## config.mk

```make
export PLATFORM = sky130hd
export DESIGN_NAME = latewrite_sram
export DESIGN_NICKNAME = d
export VERILOG_FILES = /design/src/rtl/latewrite_sram.sv
export SDC_FILE = /design/constraint.sdc
export NUM_CORES = 2
export LEC_CHECK = 0
export BUFFER_PORTS_ARGS = -buffer_cell sky130_fd_sc_hd__buf_2
export CAP_MARGIN = 5
export CORE_MARGIN = 5
export CORE_UTILIZATION = 40
export CTS_CLUSTER_DIAMETER = 80
export DETAILED_ROUTE_END_ITERATION = 8
export PLACE_DENSITY = 0.54
export SLEW_MARGIN = 10
export SYNTH_ARGS = -nofsm -noshare
export SYNTH_HDL_FRONTEND = slang
export SYNTH_MEMORY_MAX_BITS = 65536
export SYNTH_SLANG_ARGS = --single-unit
```

## constraint.sdc

```tcl
create_clock -name clk -period 6 [get_ports clk]
set_input_delay 0.3 -clock clk [delete_from_list [all_inputs] [get_ports clk]]
set_output_delay 0.3 -clock clk [all_outputs]
set_load 0.03 [all_outputs]
```

## src/rtl/latewrite_sram.sv

```systemverilog
`timescale 1ns/1ps
module latewrite_sram #(
  parameter int ADDR_W = 6,
  parameter int LANES  = 8,
  parameter int LANE_W = 9
) (
  input  logic                     clk,
  input  logic                     rst_n,
  input  logic                     clk_en_n,
  input  logic                     sel_a_n,
  input  logic                     sel_b,
  input  logic                     sel_c_n,
  input  logic                     wr_n,
  input  logic [LANES-1:0]         byte_wr_n,
  input  logic                     advance,
  input  logic [ADDR_W-1:0]        addr,
  input  logic [LANES*LANE_W-1:0]  din,
  input  logic                     flow_thru,
  input  logic                     interleave,
  input  logic                     out_en_n,
  input  logic                     sleep,
  output logic [LANES*LANE_W-1:0]  dout,
  output logic                     dout_en
);
  localparam int DATA_W = LANES * LANE_W;
  localparam int DEPTH  = 1 << ADDR_W;

  typedef enum logic [1:0] {OP_IDLE = 2'd0, OP_RD = 2'd1, OP_WR = 2'd2} op_e;

  logic [DATA_W-1:0] mem [DEPTH];
  op_e               a_op, b_op, cmd_op;
  logic [ADDR_W-1:0] a_addr, b_addr, base_q, cmd_addr, wr_addr;
  logic [LANES-1:0]  a_bw, b_bw, wr_bw;
  logic [1:0]        cnt_q, cnt_nx, low_nx;
  logic [DATA_W-1:0] rd_word, rd_q;
  logic              step, sel, wr_go;

  assign step   = !clk_en_n && !sleep;
  assign sel    = !sel_a_n && sel_b && !sel_c_n;
  assign cnt_nx = cnt_q + 2'd1;
  assign low_nx = interleave ? (base_q[1:0] ^ cnt_nx) : (base_q[1:0] + cnt_nx);

  always_comb begin
    if (!advance) begin
      cmd_op   = !sel ? OP_IDLE : (wr_n ? OP_RD : OP_WR);
      cmd_addr = addr;
    end else begin
      cmd_op   = a_op;
      cmd_addr = {base_q[ADDR_W-1:2], low_nx};
    end
  end

  always_ff @(posedge clk or negedge rst_n) begin
    if (!rst_n) begin
      a_op   <= OP_IDLE;
      b_op   <= OP_IDLE;
      a_addr <= '0;
      b_addr <= '0;
      a_bw   <= '1;
      b_bw   <= '1;
      base_q <= '0;
      cnt_q  <= '0;
      rd_q   <= '0;
    end else if (step) begin
      a_op   <= cmd_op;
      a_addr <= cmd_addr;
      a_bw   <= byte_wr_n;
      b_op   <= a_op;
      b_addr <= a_addr;
      b_bw   <= a_bw;
      rd_q   <= rd_word;
      if (!advance) begin
        base_q <= addr;
        cnt_q  <= '0;
      end else begin
        cnt_q  <= cnt_nx;
      end
    end
  end

  assign wr_go   = step && (flow_thru ? (a_op == OP_WR) : (b_op == OP_WR));
  assign wr_addr = flow_thru ? a_addr : b_addr;
  assign wr_bw   = flow_thru ? a_bw : b_bw;

  always_comb begin
    rd_word = mem[a_addr];
    for (int i = 0; i < LANES; i++)
      if (wr_go && wr_addr == a_addr && !wr_bw[i])
        rd_word[i*LANE_W +: LANE_W] = din[i*LANE_W +: LANE_W];
  end

  always_ff @(posedge clk) begin
    if (wr_go)
      for (int i = 0; i < LANES; i++)
        if (!wr_bw[i]) mem[wr_addr][i*LANE_W +: LANE_W] <= din[i*LANE_W +: LANE_W];
  end

  assign dout    = flow_thru ? rd_word : rd_q;
  assign dout_en = !sleep && !out_en_n && (flow_thru ? (a_op == OP_RD) : (b_op == OP_RD));

  p_stall_hold_r8: assert property (@(posedge clk) disable iff (!rst_n)
    !step |=> $stable(a_op) && $stable(b_op) && $stable(a_addr) && $stable(rd_q));
  p_desel_r2: assert property (@(posedge clk) disable iff (!rst_n)
    (step && !advance && !sel) |=> (a_op == OP_IDLE));
  p_cont_type_r7: assert property (@(posedge clk) disable iff (!rst_n)
    (step && advance) |=> (a_op == $past(a_op)));
  p_linear_step_r7: assert property (@(posedge clk) disable iff (!rst_n)
    (step && advance && !interleave) |=> (a_addr[1:0] == $past(a_addr[1:0]) + 2'd1));
  p_pipe_read_r3: assert property (@(posedge clk) disable iff (!rst_n)
    (!flow_thru && step && a_op == OP_RD) |=> (b_op == OP_RD));
  p_pipe_wr_quiet_r9: assert property (@(posedge clk) disable iff (!rst_n)
    (!flow_thru && b_op == OP_WR) |-> !dout_en);
  p_flow_wr_quiet_r9: assert property (@(posedge clk) disable iff (!rst_n)
    (flow_thru && a_op == OP_WR) |-> !dout_en);
endmodule

```

==> results.toml <==
[run_status]
status = "completed"

[worst_hold_path]
whs_path_depth = 2
holdCritStartpoint = "din[61]"
hp-class = "in2reg"
worstHoldEndpoint = "mem[52][61]"

[grt]
grt_pass1_vias = 92680
use_met1_pct = 30.07
track_usage_pct = 21.70
overflow = 0
grt_pass1_wl_um = 726700
antenna_found_initial = 53
met2_usage_pct = 34.44
busiest_layer = "met2"
use_met3_pct = 4.325
grt_max_degree = 151

[layout]
layout_commonest_cell = "edfxtp_1"
final-seq-area_sq_mm = 0.1412
mostFrequentLayoutCells = "edfxtp_1 (4,608), mux4_2 (1,152), a22oi_1 (576)"
drive_gt1_share_pct = 26.04
syn2layout_area_growth_pct = 14.24
multi_input_area_sq_mm = 0.03827
nFillCells = 37710
final_nets = 9227

[floorplan]
fp.dieArea_sq_mm = 0.4682
core_area_sq_mm = 0.4528
die_h_um = 684.3
initial_core_util_pct = 40.17
io_pins = 171
rows = 247
die_w_um = 684.3

[logic_synthesis]
synth-async-reset-ratio_pct = 2.373
syn_area_sq_mm = 0.1819
seq_area_frac_synth_pct = 77.64
syn_area_per_cell_sq_um = 21.25
syn_nets = 8657
synthCells = 8558
synth-edff-count = 4608
ys.flop_type = "edfxtp_1"
ys_warn_count = 0
ys_ff_latch = 4720
synthDistinctLibCells = 37

[worst_setup_path]
cp.required_ps = 5700
r2r-start = "a_addr[0]"
cp_max_fo = 50
cp-startpoint = "a_addr[0]"
crit_arrival_ps = 5340
r2r_slack_ps = 1440
start_kind = "flip-flop"
r2r.worst_path.cells = 5
reg2reg_to = "mem[37][9]"
cp-end-kind = "output port"
crit_type = "reg2out"

[timing]
fmax_mhz = 177.2
setup_violations = 0
finalCritPeriodShare_pct = 94.04
finalSetupTns_ps = 0
clock_skew_ps = 56.47
report.final.slew_viol_count = 0
setup_ws_ps = 357.3
finalHoldViolCount = 0
min_period_ps = 5643
tightestPinTransition_ps = 1322
rsz0062_at_grt = "no"
relSlewSlack_pct = 11.56

[routing]
wire_per_inst_um = 33.30
drt_first_pass_iters = 6
via_per_inst = 5.875
vias = 91600
drc = 0
drt_iter0_markers = 11310
postRouteAntennaNets = 0
routed_wl_um = 519200

[power_and_ir_drop]
p_per_area_mw_per_mm2 = 372.0
p_leak_uw = 0.06358
ir_drop_mv = 0.3168

[clocking]
numClockSinks = 4720
numCtsBuffers = 481
cts-root-buf = "clkbuf_16"
post_cts_buffers = 0
path_clk_slew_ps = 60
cts_tree = "done"
insertion_delay_ps = 1000
cts.path.max_buffers = 4
htree_levels = 5

[run]
cap_viol_max_count = 0

[placed_design]
pre_cts_ws_ps = 1374
hpwlAfterDp_um = 311600
port_buffers = 170
routabilityCongestion = 0.8141
metal layers:
metal	up-vias	part of all wire [%]
li1	37220	-
met1	49520	40
met2	4082	48
met3	771	8.5
met4	8	3.5
met5	-	0.024
stage by stage:
step | std cells | instance area, sq um | power (uW) | hold slack [ps] | utilization (%)
floorplan | 8558 | 181900 | 44270 | 4.409 | -
global placement | 14520 | 191100 | 48670 | 412.7 | 42.21
detailed placement | 14520 | 191200 | 48780 | 421.9 | 42.22
CTS | 15520 | 207600 | 77930 | 2.924 | 45.85
global route | 15550 | 207600 | 79780 | 26.27 | 45.86
finish | 15590 | 207800 | 77280 | 12.24 | 45.89
kinds of logic (layout without fill, tap and decap cells):
group / after synthesis / count (layout) / share of synthesized area [%]
flip-flops: 4720 / 4720 / 77.64
multiplexers: 1176 / 1176 / 14.40
AO/OA/AOI/OAI: 1124 / 1124 / 4.120
AND/OR/NAND/NOR: 931 / 931 / 2.376
buffers and inverters: 597 / 1586 / 1.406
XOR/XNOR: 9 / 9 / 0.04334
adder cells (fa/ha/maj): 1 / 1 / 0.006879
other: 0 / 67 / 0
how the worst max path moves through the flow:
stage,end,slack [ps]
4_1_cts,dout[16],270
2_1_floorplan,dout[17],3240
3_5_place_dp,dout[16],1370
5_1_grt,dout[16],60
3_3_place_gp,dout[16],1400
6_report,dout[16],360
state kept, by name, summed over array words and instances (netlist names):
| register | count |
|---|---|
| b_addr | 6 |
| a_addr | 6 |
| cnt_q | 2 |
| b_op | 2 |
| mem | 4608 |
| a_op | 2 |
| rd_q | 72 |
| b_bw | 8 |
| a_bw | 8 |
| base_q | 6 |
final cells by class:
cell class                      instances  area share [%]
Antenna cell                           67         0.08070
Clock buffer                          608           6.127
Clock inverter                        294           1.278
Inverter                               80          0.1445
Multi-Input combinational cell       3241           18.42
Sequential cell                      4720           67.97
Tap cell                             5976           3.599
Timing Repair Buffer                  604           2.382
power breakdown:
| part | leakage [uW] | switching, uW | total (uW) | internal (uW) |
|---|---|---|---|---|
| clock network | 0.00751 | 12700 | 29300 | 16600 |
| registers | 0.0428 | 221 | 36700 | 36400 |
| logic | 0.0133 | 7110 | 11400 | 4260 |
synth_stat cells (75+ instances only):
| library cell | n | area [sq um] |
|---|---|---|
| dfrtp_1 | 96 | 2402 |
| nand2_1 | 217 | 814.5 |
| inv_1 | 80 | 300.3 |
| a31oi_1 | 75 | 469.2 |
| edfxtp_1 | 4608 | 138400 |
| nor2b_1 | 76 | 475.5 |
| buf_2 | 114 | 570.6 |
| mux4_2 | 1152 | 25940 |
| o21ai_0 | 87 | 435.4 |
| a21oi_1 | 288 | 1441 |
| nor2_1 | 543 | 2038 |
| a22oi_1 | 576 | 4324 |
| clkbuf_1 | 313 | 1175 |
worst max-delay path, cell delays in order, from the launching register on:
cell and delay (ps):
dfrtp_4 970, buf_12 380, buf_12 440, buf_12 370
mux4_2 570, a22oi_1 370, a21oi_1 160, nor4_2 560
o21ai_0 170, buf_2 210
what timing repair did:
| item | CTS | global route |
|---|---|---|
| hold buffers | 102 | 0 |
| resized for setup | 0 | 0 |
| endpoints found under the hold margin | 2800 | 0 |
(Power assumes the default switching activity.)
